==> src/rtl/fmsep_pkg.sv <==
package fmsep_pkg;
    typedef enum logic [1:0] {
        ST_CLOCK_WIN = 2'd0,
        ST_DATA_WIN  = 2'd1,
        ST_DATA_HOLD = 2'd2
    } sep_state_e;
endpackage

==> src/rtl/fmsep_edge_sync.sv <==
module fmsep_edge_sync #(
    parameter int SYNC_STAGES = 2
) (
    input  logic clk,
    input  logic rst_n,
    input  logic raw_in,
    output logic rise_o
);
    localparam int SH_W = SYNC_STAGES + 1;

    logic [SH_W-1:0] sh_q;

    always_ff @(posedge clk or negedge rst_n) begin
        if (!rst_n) sh_q <= '0;
        else        sh_q <= {sh_q[SH_W-2:0], raw_in};
    end

    // rising edge seen at the synchronizer output
    always_comb rise_o = sh_q[SYNC_STAGES-1] & ~sh_q[SYNC_STAGES];
endmodule

==> src/rtl/fmsep_win_timer.sv <==
module fmsep_win_timer #(
    parameter int CNT_W = 8
) (
    input  logic             clk,
    input  logic             rst_n,
    input  logic             hold_clr,
    input  logic             start,
    input  logic [CNT_W-1:0] len,
    output logic             last_o
);
    logic [CNT_W-1:0] cnt_q;
    logic             busy_q;

    always_ff @(posedge clk or negedge rst_n) begin
        if (!rst_n) begin
            cnt_q  <= '0;
            busy_q <= 1'b0;
        end else if (hold_clr) begin
            cnt_q  <= '0;
            busy_q <= 1'b0;
        end else if (start) begin
            cnt_q  <= (len == '0) ? CNT_W'(1) : len;
            busy_q <= 1'b1;
        end else if (busy_q) begin
            if (cnt_q == CNT_W'(1)) busy_q <= 1'b0;
            else                    cnt_q  <= cnt_q - CNT_W'(1);
        end
    end

    // high during the final counted cycle of the window
    always_comb last_o = busy_q && (cnt_q == CNT_W'(1));
endmodule

==> src/rtl/fmsep_top.sv <==
module fmsep_top
    import fmsep_pkg::*;
#(
    parameter int CNT_W       = 8,
    parameter int SYNC_STAGES = 2
) (
    input  logic             clk,
    input  logic             rst_n,
    input  logic             rd_raw,
    input  logic [CNT_W-1:0] win_short,
    input  logic [CNT_W-1:0] win_long,
    output logic             sep_clk,
    output logic             sep_data,
    output logic             clk_win,
    output logic             data_win,
    output logic             bit_out,
    output logic             bit_valid
);
    localparam int N_TMR = 2;   // index 0: long window, index 1: short window

    sep_state_e       state_q, state_d;
    logic             rise;
    logic             prev_q;
    logic             seen_q;
    logic [N_TMR-1:0] tmr_last;
    logic             win_end;
    logic             open_win;
    logic             data_hit;
    logic             close_cell;

    fmsep_edge_sync #(.SYNC_STAGES(SYNC_STAGES)) u_sync (
        .clk    (clk),
        .rst_n  (rst_n),
        .raw_in (rd_raw),
        .rise_o (rise)
    );

    for (genvar g = 0; g < N_TMR; g++) begin : g_tmr
        localparam bit SEL_V = (g == 1);
        fmsep_win_timer #(.CNT_W(CNT_W)) u_tmr (
            .clk      (clk),
            .rst_n    (rst_n),
            .hold_clr (prev_q != SEL_V),
            .start    (open_win && (prev_q == SEL_V)),
            .len      (SEL_V ? win_short : win_long),
            .last_o   (tmr_last[g])
        );
    end

    // next-state logic
    always_comb begin
        win_end    = tmr_last[prev_q];
        open_win   = (state_q == ST_CLOCK_WIN) && rise;
        data_hit   = (state_q != ST_CLOCK_WIN) && rise;
        state_d    = state_q;
        close_cell = 1'b0;
        unique case (state_q)
            ST_CLOCK_WIN: begin
                if (rise) state_d = ST_DATA_WIN;              // open
            end
            ST_DATA_WIN: begin
                if (win_end) begin
                    if (rise) begin
                        state_d = ST_DATA_HOLD;               // extend
                    end else begin
                        state_d    = ST_CLOCK_WIN;            // close
                        close_cell = 1'b1;
                    end
                end
            end
            ST_DATA_HOLD: begin
                if (!rise) begin
                    state_d    = ST_CLOCK_WIN;                // release
                    close_cell = 1'b1;
                end
            end
            default: state_d = ST_CLOCK_WIN;
        endcase
    end

    // state register
    always_ff @(posedge clk or negedge rst_n) begin
        if (!rst_n) state_q <= ST_CLOCK_WIN;
        else        state_q <= state_d;
    end

    // registered pulses, data latch, previous-bit flag
    always_ff @(posedge clk or negedge rst_n) begin
        if (!rst_n) begin
            sep_clk   <= 1'b0;
            sep_data  <= 1'b0;
            seen_q    <= 1'b0;
            prev_q    <= 1'b0;
            bit_out   <= 1'b0;
            bit_valid <= 1'b0;
        end else begin
            sep_clk   <= open_win;
            sep_data  <= data_hit;
            bit_valid <= close_cell;
            if (open_win)      seen_q <= 1'b0;
            else if (data_hit) seen_q <= 1'b1;
            if (close_cell) begin
                prev_q  <= seen_q;
                bit_out <= seen_q;
            end
        end
    end

    // window outputs
    always_comb begin
        clk_win  = (state_q == ST_CLOCK_WIN);
        data_win = (state_q != ST_CLOCK_WIN);
    end
endmodule

==> config.mk <==
export PLATFORM = sky130hd
export DESIGN_NAME = fmsep_top
export DESIGN_NICKNAME = d
export VERILOG_FILES = /design/src/rtl/fmsep_pkg.sv /design/src/rtl/fmsep_edge_sync.sv /design/src/rtl/fmsep_win_timer.sv /design/src/rtl/fmsep_top.sv
export SDC_FILE = /design/constraint.sdc
export NUM_CORES = 1
export LEC_CHECK = 0
export CORE_ASPECT_RATIO = 1.75
export CORE_MARGIN = 2
export CORE_UTILIZATION = 48
export CTS_CLUSTER_DIAMETER = 80
export CTS_CLUSTER_SIZE = 10
export DETAILED_ROUTE_END_ITERATION = 8
export PLACE_DENSITY = 0.81
export SYNTH_ARGS = -nofsm -noshare
export SYNTH_HDL_FRONTEND = slang
export SYNTH_SLANG_ARGS = --single-unit
export TNS_END_PERCENT = 100
==> constraint.sdc <==
create_clock -name clk -period 2.1 [get_ports clk]
set_input_delay 0.42 -clock clk [delete_from_list [all_inputs] [get_ports clk]]
set_output_delay 0.42 -clock clk [all_outputs]
set_load 0.02 [all_outputs]
==> flow_summary_export.csv <==
group,metric,value,unit
routing,ant_nets,0,
global_route,grt_start_max_net_pins,32,
worst_hold_path,holdPathStages,0,
power_and_ir_drop,p_seq_share,42.3,%
critical_path,worstPathArrival,2.21,ns
routing,viasPerCell,5.820,
logic_synthesis,synth_area_leaders,"dfrtp_1 45%, ha_1 6.4%, a21oi_1 3.5%, o21ai_0 3.2%, mux2_2 2.9%",
routing,first_pass_iters,4,
routing,routed_wl,3533,um
floorplan,dieArea,3763,um^2
logic_synthesis,synth_top_family_by_area,"compound AO/OA/AOI/OAI gates",
logic_synthesis,synth_adder_area_share,6.375,%
power_and_ir_drop,pwr-share-clk,22.8,%
clock_tree,cts_htree_levels,1,
clock_tree,cts_buffers,3,
clock_tree,clock_path_buffers,2,
logic_synthesis,syn_nets,186,
power_and_ir_drop,powerDensity,916.0,nW/um^2
floorplan,std_cell_rows,27,
power_and_ir_drop,p_total,1.835,mW
routing,via_count,1356,
critical_path,end_kind,"flop",
logic_synthesis,synth_seq_area_share,44.62,%
floorplan,fp.coreArea,3142,um^2
sta,drv_slew,0,
sta,clock_skew,0.003274,ns
finish,drive_gt1_share,14.74,%
power_and_ir_drop,irDropWorstVdd,613.5,uV
sta,min_period,2.055,ns
logic_synthesis,synth_top_area_share,44.62,%
logic_synthesis,synth_compound_area_share,18.65,%
power_and_ir_drop,p_comb_share,34.8,%
floorplan,dieHeight,79.67,um
floorplan,die_w,47.24,um
sta,setup_viol,0,
outcome,status,"finished, final reports clean",
logic_synthesis,yosys_warnings,0,
logic_synthesis,yosys.area.top_type,"dfrtp_1",
floorplan,ios,25,
global_route,antenna_found_initial,0,
clock_tree,cts.sinks,28,
finish,n_antenna_cell,0,
routing,drc,0,
power_and_ir_drop,swShare,33.67,%
power_and_ir_drop,power.internal,1.217,mW
power_and_ir_drop,p_leak,0.8357,nW
logic_synthesis,synth_simple_gate_area_share,16.73,%
logic_synthesis,synth.avg_cell_area,9.876,um^2
logic_synthesis,synth-seq-cells,28,
logic_synthesis,synthFlopType,"dfrtp_1",
critical_path,start_kind,"flop",
sta,fin_crit_sh,97.84,%
routing,routedWlPerCell,15.16,um
critical_path,worstPathMaxFanout,4,
sta,rsz0062_at_grt,"true",
sta,setup_slack,0.04543,ns
logic_synthesis,ys_async_sr_fraction,100.0,%
power_and_ir_drop,switching_power,617.8,uW
clock_tree,clkTransAtPathRegs,0.09,ns
clock_tree,cts_root_buf,"clkbuf_8",
run,drv_cap,0,
logic_synthesis,synth_area,1570,um^2
finish,final_util,63.76,%
sta,fmax,486.7,MHz
global_route,grt_pass1_vias,1392,
logic_synthesis,synth.mux.area_fraction,4.861,%
placement,portBuffers,24,
clock_tree,hold_buffers,0,
finish,nets,218,
worst_hold_path,hold_class,"reg -> reg",
sta,hold_violations,0,
floorplan,start_util,49.98,%
clock_tree,clkLatencyLatePin,0.27,ns
routing,drt_iter0_drc,23,
global_route,grt_overflow,0,
critical_path,critPathKind,"reg -> reg",
global_route,grt_first_pass_wirelength,6092,um
logic_synthesis,yosysUniqueCellTypes,40,
global_route,gr-usage-all-layers,21.76,%
critical_path,worstPathRequired,2.26,ns
logic_synthesis,syn_inst,159,
placement,place.gp.congestion,0.8872,
placement,dp_slack,0.008178,ns
sta,maxSlewHeadroom,63.44,%
placement,dp_hpwl,2644,um
sta,tightest_slew,0.5484,ns
critical_path,worstRegToRegCells,4,
clock_tree,cts_tree,"yes",
logic_synthesis,synth_edf_count,0,
finish,area_growth,27.57,%
logic_synthesis,synth-xor-area-share,4.462,%
layer usage:
metal	GRT usage, %	up-vias	share of wire, %
met5	0	-	0
met4	5.556	0	0.79
met3	2.489	2	3.1
met2	39.73	37	56
met1	25.07	668	40
li1	-	649	-
state kept, by name, indices dropped and copies added (netlist names):
name and cells:
bit_valid 1, g_tmr.u_tmr.busy_q 2, g_tmr.u_tmr.cnt_q 16, prev_q 1, seen_q 1, sep_clk 1, sep_data 1, state_q 2
u_sync.sh_q 3
worst max-delay path, stage by stage (launching register included):
cell	delay (ns)
dfrtp_1	0.41
or4_4	0.54
or3_1	0.38
a31oi_1	0.27
mux2_1	0.34
power groups by stage:
stage                     Sequential [mW]  Clock, mW  Combinational [mW]
after CTS                           0.771      0.428               0.639
after floorplan                     0.753          0               0.444
after detailed placement            0.780          0               0.632
after global routing                0.796      0.445               0.721
final                               0.777      0.419               0.639
after global placement              0.769          0               0.613
cells in the mapped netlist (3+ instances only):
| cell | instances |
|---|---|
| ha_1 | 8 |
| a31oi_1 | 3 |
| xnor2_1 | 4 |
| nand3_1 | 5 |
| clkbuf_1 | 7 |
| nor4_1 | 5 |
| a21oi_1 | 11 |
| nand2_1 | 3 |
| nor2_1 | 9 |
| mux2_2 | 4 |
| inv_1 | 11 |
| nor3_1 | 5 |
| o21ai_0 | 10 |
| dfrtp_1 | 28 |
| a211oi_1 | 5 |
| xor2_1 | 4 |
| o31ai_1 | 5 |
cell families (layout without fill, tap and decap cells):
logic type	after synthesis	count (layout)
and+or+nand+nor	44	44
buffers and inverters	18	49
DFF	28	28
muxes	7	7
adders and majority gates	8	8
xor gates and xnor gates	8	8
AOI/OAI and AO/OA	46	46
cell usage in the layout (no fill, tap or decap), types with 3 or more instances in the layout:
| cell | count |
|---|---|
| nor4_1 | 5 |
| ha_1 | 7 |
| dfrtp_1 | 28 |
| xor2_1 | 4 |
| clkbuf_8 | 3 |
| nor2_1 | 9 |
| buf_4 | 10 |
| nand2_1 | 3 |
| o21ai_0 | 10 |
| nor3_1 | 5 |
| clkdlybuf4s50_1 | 22 |
| o31ai_1 | 5 |
| a211oi_1 | 5 |
| a21oi_1 | 11 |
| a31oi_1 | 3 |
| inv_1 | 11 |
| mux2_2 | 4 |
| xnor2_1 | 4 |
| nand3_1 | 5 |
stage by stage:
| stage | area [um^2] | setup TNS (ns) | std cells | hold slack (ns) |
|---|---|---|---|---|
| after global placement | 1913 | 0 | 229 | 0.3384 |
| after detailed placement | 1913 | 0 | 229 | 0.3451 |
| after CTS | 1988 | 0 | 233 | 0.3675 |
| final | 2003 | 0 | 233 | 0.3642 |
| after global routing | 2003 | -0.04111 | 233 | 0.3866 |
| after floorplan | 1570 | 0 | 159 | 0.1244 |
final cells by class:
cell class / count / area, um^2
Clock buffer: 3 / 41.29
Clock inverter: 1 / 30.03
Fill cell: 256 / 1139
Inverter: 11 / 41.29
Multi-Input combinational cell: 113 / 815.8
Sequential cell: 28 / 700.7
Tap cell: 43 / 53.80
Timing Repair Buffer: 34 / 320.3
worst paths after layout:
kind	to	slack, ns	start
max	state_q[0]	0.05	g_tmr[1].u_tmr.cnt_q[4]
min	u_sync.sh_q[1]	0.36	u_sync.sh_q[0]
max reg2reg	state_q[0]	0.05	g_tmr[1].u_tmr.cnt_q[4]
min reg2reg	u_sync.sh_q[1]	0.36	u_sync.sh_q[0]
max in group asynchronous	g_tmr[1].u_tmr.cnt_q[5]	1.31	rst_n
min in group asynchronous	u_sync.sh_q[2]	0.52	rst_n
repair_timing:
item / CTS / global route
buffers inserted: 0 / 0
resized for setup: 1 / 5
endpoints found under the setup margin: 1 / 6
Note: power is estimated with default switching activity, not from simulation.
